File: src/rtl/bus_resp_mon.sv
module bus_resp_mon #(
  parameter int LIM_0   = 64,
  parameter int LIM_1   = 32,
  parameter int LIM_2   = 16,
  parameter int LIM_3   = 8,
  parameter int ARB_WIN = 4
) (
  input  logic       clk,
  input  logic       rst_n,
  input  logic       cyc_start,
  input  logic       cyc_iack,
  input  logic       cyc_ext,
  input  logic       cyc_cpu,
  input  logic       cyc_end,
  input  logic       dack,
  input  logic       avec,
  input  logic       arb_done,
  input  logic       ext_mon_en,
  input  logic       tmo_wr,
  input  logic [1:0] tmo_wdata,
  output logic       berr,
  output logic [1:0] cause
);

  localparam int CW = $clog2(LIM_0);
  localparam logic [1:0] C_TMO  = 2'b01;
  localparam logic [1:0] C_SPUR = 2'b10;

  logic [1:0]    field;
  logic [CW-1:0] cnt, lim_m1, lim_sel;
  logic          active, iack_q, arb_seen;

  wire monitored = !cyc_ext || (cyc_cpu && ext_mon_en);
  wire ack_ok    = dack || (iack_q && avec);
  wire spur_hit  = iack_q && !arb_seen && !arb_done && (cnt == CW'(ARB_WIN - 1));
  wire tmo_hit   = (cnt == lim_m1);

  always_comb begin
    case (field)
      2'b00:   lim_sel = CW'(LIM_0 - 1);
      2'b01:   lim_sel = CW'(LIM_1 - 1);
      2'b10:   lim_sel = CW'(LIM_2 - 1);
      default: lim_sel = CW'(LIM_3 - 1);
    endcase
  end

  always_ff @(posedge clk) begin
    if (!rst_n) begin
      field    <= 2'b00;
      cnt      <= '0;
      lim_m1   <= '0;
      active   <= 1'b0;
      iack_q   <= 1'b0;
      arb_seen <= 1'b0;
      berr     <= 1'b0;
      cause    <= 2'b00;
    end else begin
      berr <= 1'b0;
      if (tmo_wr) field <= tmo_wdata;
      if (cyc_start) begin
        active   <= monitored;
        iack_q   <= cyc_iack;
        cnt      <= '0;
        arb_seen <= 1'b0;
        lim_m1   <= lim_sel;
        cause    <= 2'b00;
      end else if (active) begin
        if (cyc_end || ack_ok) begin
          active <= 1'b0;
        end else if (spur_hit) begin
          active <= 1'b0;
          berr   <= 1'b1;
          cause  <= C_SPUR;
        end else if (tmo_hit) begin
          active <= 1'b0;
          berr   <= 1'b1;
          cause  <= C_TMO;
        end else begin
          cnt <= cnt + 1'b1;
          if (arb_done) arb_seen <= 1'b1;
        end
      end
    end
  end

  initial assert (ARB_WIN >= 1 && LIM_0 >= LIM_1 && LIM_1 >= LIM_2 && LIM_2 >= LIM_3 && LIM_3 >= 1);

  assert_single_pulse_R5: assert property (@(posedge clk) disable iff (!rst_n)
    berr |=> !berr);
  assert_cause_with_err_R9: assert property (@(posedge clk) disable iff (!rst_n)
    berr |-> (cause != 2'b00));
  assert_start_clears_R9: assert property (@(posedge clk) disable iff (!rst_n)
    cyc_start |=> (!berr && cause == 2'b00));
  assert_tmo_at_limit_R2: assert property (@(posedge clk) disable iff (!rst_n)
    (berr && cause == C_TMO) |-> ($past(cnt) == $past(lim_m1)));
  assert_spur_needs_iack_R8: assert property (@(posedge clk) disable iff (!rst_n)
    (berr && cause == C_SPUR) |-> ($past(iack_q) && !$past(arb_seen)));
  assert_unmonitored_idle_R6: assert property (@(posedge clk) disable iff (!rst_n)
    (cyc_start && cyc_ext && !cyc_cpu) |=> !active);
  assert_dack_ends_R3: assert property (@(posedge clk) disable iff (!rst_n)
    (active && !cyc_start && dack) |=> !berr);

endmodule

File: config.mk
export PLATFORM = sky130hd
export DESIGN_NAME = bus_resp_mon
export DESIGN_NICKNAME = d
export VERILOG_FILES = /design/src/rtl/bus_resp_mon.sv
export SDC_FILE = /design/constraint.sdc
export NUM_CORES = 1
export LEC_CHECK = 0
export BUFFER_PORTS_ARGS = -buffer_cell sky130_fd_sc_hd__buf_2
export CAP_MARGIN = 20
export CORE_MARGIN = 4
export CORE_UTILIZATION = 27
export CTS_CLUSTER_SIZE = 12
export DETAILED_ROUTE_END_ITERATION = 16
export PLACE_DENSITY_LB_ADDON = 0.12
export SYNTH_ARGS = -nofsm -noshare
export SYNTH_HDL_FRONTEND = slang
export SYNTH_SLANG_ARGS = --single-unit
File: constraint.sdc
create_clock -name clk -period 4.8 [get_ports clk]
set_clock_uncertainty 0.05 [all_clocks]
set_input_delay 0.24 -clock clk [delete_from_list [all_inputs] [get_ports clk]]
set_output_delay 0.24 -clock clk [all_outputs]
set_load 0.01 [all_outputs]
Yosys cells after proc, flatten, opt, wreduce, memory -nomap -nowiden
Index checks and enable logic that the tools add are counted.
{"block": "word_totals", "reg_bits": 20, "input_bits": 14, "out_inout_bits": 3, "word_cells": 46}
{"block": "classes", "n_addsub": 1, "n_eq_ne": 4, "mux": 10, "n_bitwise": 5, "reduce_logical": 18}
{"operator": "6-bit one-hot mux with 3 select lines", "count": 1}
{"operator": "1-bit two-way mux", "count": 7}
{"operator": "6-bit by 1-bit adder with 6-bit output, second input constant", "count": 1}
{"operator": "6-bit by 2-bit == test with 1-bit output, second input constant", "count": 1}
{"operator": "6-bit == test", "count": 1}
{"operator": "1-bit logical AND", "count": 5}
{"operator": "1-bit inverter", "count": 5}
{"operator": "5-bit AND reduction", "count": 1}
{"operator": "2-bit two-way mux", "count": 2}
{"operator": "4-bit AND reduction", "count": 1}
{"operator": "4-bit OR reduction", "count": 1}
{"operator": "1-bit logical NOT", "count": 3}
{"operator": "1-bit logical OR", "count": 3}
{"operator": "3-bit AND reduction", "count": 1}
{"operator": "2-bit by 1-bit == test with 1-bit output, second input constant", "count": 1}
{"operator": "2-bit == test, second input constant", "count": 1}
{"operator": "2-bit logical NOT", "count": 1}
{"operator": "2-bit nonzero test", "count": 1}
{"operator": "2-bit OR reduction", "count": 1}

Depth between registers and ports, before layout
{"block": "logic_depth", "depth_word": 8, "depth_mapped": 6, "depth_no_buf": 5}

Least setup slack after synthesis
OpenSTA, ideal clock, no wires.
{"block": "synth_timing", "kind": "reg-to-reg", "start": "register cnt[2]", "end": "register cnt[0]", "setup_time_ps": 70, "arrival_time_ps": 1501, "t_required_ps": 4680, "path_slack_ps": 3179, "path_stages_with_launch": 6, "n_path_buf": 1, "synth_period_minus_slack_ps": 1621, "path_cell_list": "dfxtp_1 and4_4 o2111a_1 buf_6 or4_1 a21oi_1"}
{"block": "synth_via", "elab_chain_cells": 4, "word_cells_on_any_way": 6, "classes_between": "2 x eq/ne; 2 x bitwise; 2 x reduce/logical"}
{"element": "from (decl)", "line": "30", "rtl": "logic [CW-1:0] cnt, lim_m1, lim_sel;"}
{"element": "from (signal assigned)", "line": "79", "rtl": "cnt <= cnt + 1'b1;"}
{"element": "6-bit by 2-bit == test with 1-bit output", "line": "35", "rtl": "wire spur_hit = iack_q && !arb_seen && !arb_done && (cnt == CW'(ARB_WIN - 1));"}
{"element": "1-bit logical AND", "line": "35"}
{"element": "1-bit inverter (no source line)"}
{"element": "4-bit AND reduction (no source line) (*)"}
Every way passes the cells marked *; elsewhere a longest branch is shown, timed or not.
A chain may end at the register's enable or synchronous reset.

Final worst setup path
{"block": "layout_timing", "start": "register cnt[0]", "end": "register active"}
{"block": "layout_via", "elab_chain_cells": 6, "word_cells_on_any_way": 8, "classes_between": "2 x eq/ne; 5 x mux; 1 x reduce/logical"}
{"element": "6-bit == test / 6-bit by 2-bit == test with 1-bit output (equally long branches)", "line": "36, 35"}
{"element": "1-bit two-way mux / 1-bit logical AND (equally long branches)", "line": "74, 35"}
{"element": "1-bit two-way mux (*)", "line": "70", "rtl": "end else if (spur_hit) begin"}
{"element": "1-bit two-way mux (*)", "line": "68", "rtl": "if (cyc_end || ack_ok) begin"}
{"element": "1-bit two-way mux (*)", "line": "67", "rtl": "end else if (active) begin"}
{"element": "1-bit two-way mux (*)", "line": "60", "rtl": "if (cyc_start) begin"}
{"element": "to (signal assigned)", "line": "61", "rtl": "active <= monitored;"}
{"element": "to (decl)", "line": "31", "rtl": "logic active, iack_q, arb_seen;"}
Marks and branches as above.

==> impl_metrics.py <==
metrics = {
    "run_status": {
        "status": "complete, no violations",
    },
    "synthesis": {
        "ys_seq_area_frac": 0.4242,
        "synthArstFlopShare": 0,
        "syn-num-nets": 107,
        "synth.avg_cell_area_um2": 9.234,
        "synth_mux_area_frac": 0.08247,
        "synthesis.area_um2": 849.6,
        "post_synth_num_cell_types": 30,
        "synthXorXnorAreaFrac": 0.03093,
        "synth_cells": 92,
        "ys_ff_latch": 18,
        "synth_fa_ha_area_frac": 0.01473,
        "synthSimpleGateAreaFrac": 0.2651,
        "synthFlopType": "dfxtp_1",
        "synth_top_family_by_area": "simple AND/OR/NAND/NOR gates",
        "yosys_warnings": 0,
        "synth-edff-count": 0,
        "synth-compound-area-share": 0.1473,
    },
    "setup_path": {
        "path_class": "register to register",
        "rr_startpoint": "cnt[0]$_SDFFE_PP0P_",
        "cp_max_fo": 7,
        "worstPathArrival_ns": 1.93,
        "max_stage_delay_ns": 0.42,
        "crit_path_start_kind": "register",
        "cp-end-kind": "register",
        "crit_slowest_cell": "dfxtp_1",
        "cp_top_family": "simple AND/OR/NAND/NOR gates",
        "crit_chain": "ha_1 > nor4b_1 > and4b_1 > nor3_1 > o211a_1",
        "crit_start": "cnt[0]$_SDFFE_PP0P_",
        "critPathBufInv": 0,
        "required_ns": 4.95,
    },
    "timing": {
        "drv_slew": 0,
        "tightest_slew_ns": 0.6383,
        "min_period_ns": 1.784,
        "fin_ws_ns": 3.016,
        "fmax_ghz": 0.5606,
        "rsz0062_at_grt": "no",
        "hold_violations": 0,
        "slew_headroom": 0.5736,
        "fin_crit_sh": 0.3716,
        "setup_viol": 0,
        "finalSetupTns_ns": 0,
    },
    "detailed_routing": {
        "dr.pass1.iters": 4,
        "vias": 703,
        "drtIter0Drc": 27,
        "wl_mm": 1.800,
        "ant_nets": 0,
        "drcViolationCount": 0,
        "wire_per_inst_um": 12.00,
        "vias_per_cell": 4.687,
    },
    "global_route": {
        "gr-usage-all-layers": 0.09571,
        "grt_pass1_wl_mm": 3.008,
        "grt_max_degree": 13,
        "globalRouteOverflowTotal": 0,
        "grt_pass1_vias": 615,
        "antenna_found_initial": 0,
    },
    "clocking": {
        "postCtsSetupBuffers": 0,
        "cts_tree": "yes",
        "cts_buffer_depth": 2,
        "holdBufCountCts": 0,
        "clock_tree.root_cell": "clkbuf_4",
        "cts_sinks": 18,
        "htree_levels": 1,
        "cts_buffers": 3,
        "clk_pin_slew_ns": 0.11,
        "cts.repair.resized": 0,
        "clock_latency_ns": 0.29,
    },
    "finish": {
        "diodes": 0,
        "mostFrequentLayoutCell": "dfxtp_1",
        "nets": 122,
        "area_growth_pct": 16.64,
        "fin_area_um2": 991.0,
        "layout-drive-gt1-share": 0.2075,
        "mostFrequentLayoutCells": "18 x dfxtp_1, 16 x buf_2, 9 x nand2_1",
    },
    "placed_design": {
        "dp_worst_setup_slack_ns": 3.048,
        "placed_area_um2": 954.7,
        "routabilityCongestion": 0.7757,
        "hpwl_mm": 1.404,
        "port_buffers": 16,
    },
    "die": {
        "die_h_um": 64.10,
        "dieArea_mm2": 0.004108,
        "start_util": 0.2806,
        "core_mm2": 0.003028,
        "die_w_um": 64.10,
        "io_pins": 17,
        "row_count": 20,
    },
    "power_and_ir_drop": {
        "irDropWorstVdd_v": 0.0001491,
        "cellPowerDensity_mw_per_mm2": 281.9,
        "leakagePower_uw": 0.0003926,
    },
    "worst_hold_path": {
        "min_path_type": "input port to register",
        "hp-start": "tmo_wdata[1]",
    },
    "job": {
        "cap_violations": 0,
    },
}
[cell families (layout without fill, tap and decap cells)]
family	Yosys count	count (layout)
and+or+nand+nor	40	40
xor gates and xnor gates	3	3
buffers and inverters	6	20
DFF	18	18
AOI/OAI and AO/OA	17	17
adders and majority gates	1	1
muxes	7	7
[routing by layer]
layer  global-route usage  vias up  routed length [um]
met1               0.1170      322                 893
met5                    0        -                   0
met3              0.04218        2                  78
met4              0.03166        0                  12
li1                     -      365                   -
met2               0.1497       14                 815
[area by class of cell]
| type | count | area (um2) |
|---|---|---|
| clock buffer | 4 | 36.28 |
| tap | 44 | 55.05 |
| sequential | 18 | 360.3 |
| multi-input combinational | 68 | 459.2 |
| fill | 326 | 2037 |
| timing repair buffer | 16 | 80.08 |
[per-stage QoR]
step | total power [uW] | utilization | instances | hold WS (ns)
after CTS | 287.4 | 0.3273 | 150 | 0.1354
after global placement | 188.3 | 0.3153 | 146 | 0.4226
after global routing | 298.9 | 0.3273 | 150 | 0.1363
after detailed placement | 189.0 | 0.3153 | 146 | 0.4292
final | 279.3 | 0.3273 | 150 | 0.1523
after floorplan | 180.4 | - | 92 | 0.3595
[cell usage after synthesis (all sizes together), types with 2 or more instances]
library cell	number	share of area
o211a	3	0.035
nor3	2	0.012
nor4	2	0.015
a21oi	4	0.024
mux2i	7	0.082
xnor2	3	0.031
o21ai	2	0.012
nor2b	5	0.037
nand2	9	0.040
nand2b	3	0.022
clkbuf	4	0.018
nor2	5	0.022
dfxtp	18	0.42
nand3	4	0.024
nor4b	2	0.021
o31ai	3	0.027
or4	3	0.027
buf	2	0.018
[worst reg2reg max path, stage by stage (launching register included)]
cell,delay [ns]
dfxtp_1,0.42
ha_1,0.22
nor4b_1,0.23
and4b_1,0.39
nor3_1,0.14
o211a_1,0.23
[final timing paths]
check                                        endpoint  slack [ns]  cells past startpoint
worst max register to register      active$_SDFF_PN0_        3.02                      5
worst max-delay path                active$_SDFF_PN0_        3.02                      5
worst min-delay path            field[1]$_SDFFE_PN0P_        0.15                      3
worst min register to register  cause[1]$_SDFFE_PP0P_        0.44                      2
[where the power goes]
group / switching [uW] / internal, uW
registers: 3.92 / 154
logic: 14.2 / 12.6
clock network: 48.2 / 46.2
[registers in the layout (all words and copies together) (netlist names)]
signal / count
arb_seen: 1
iack_q: 1
cause: 2
active: 1
lim_m1: 4
field: 2
berr: 1
cnt: 6
Note: power is estimated with default switching activity, not from simulation.
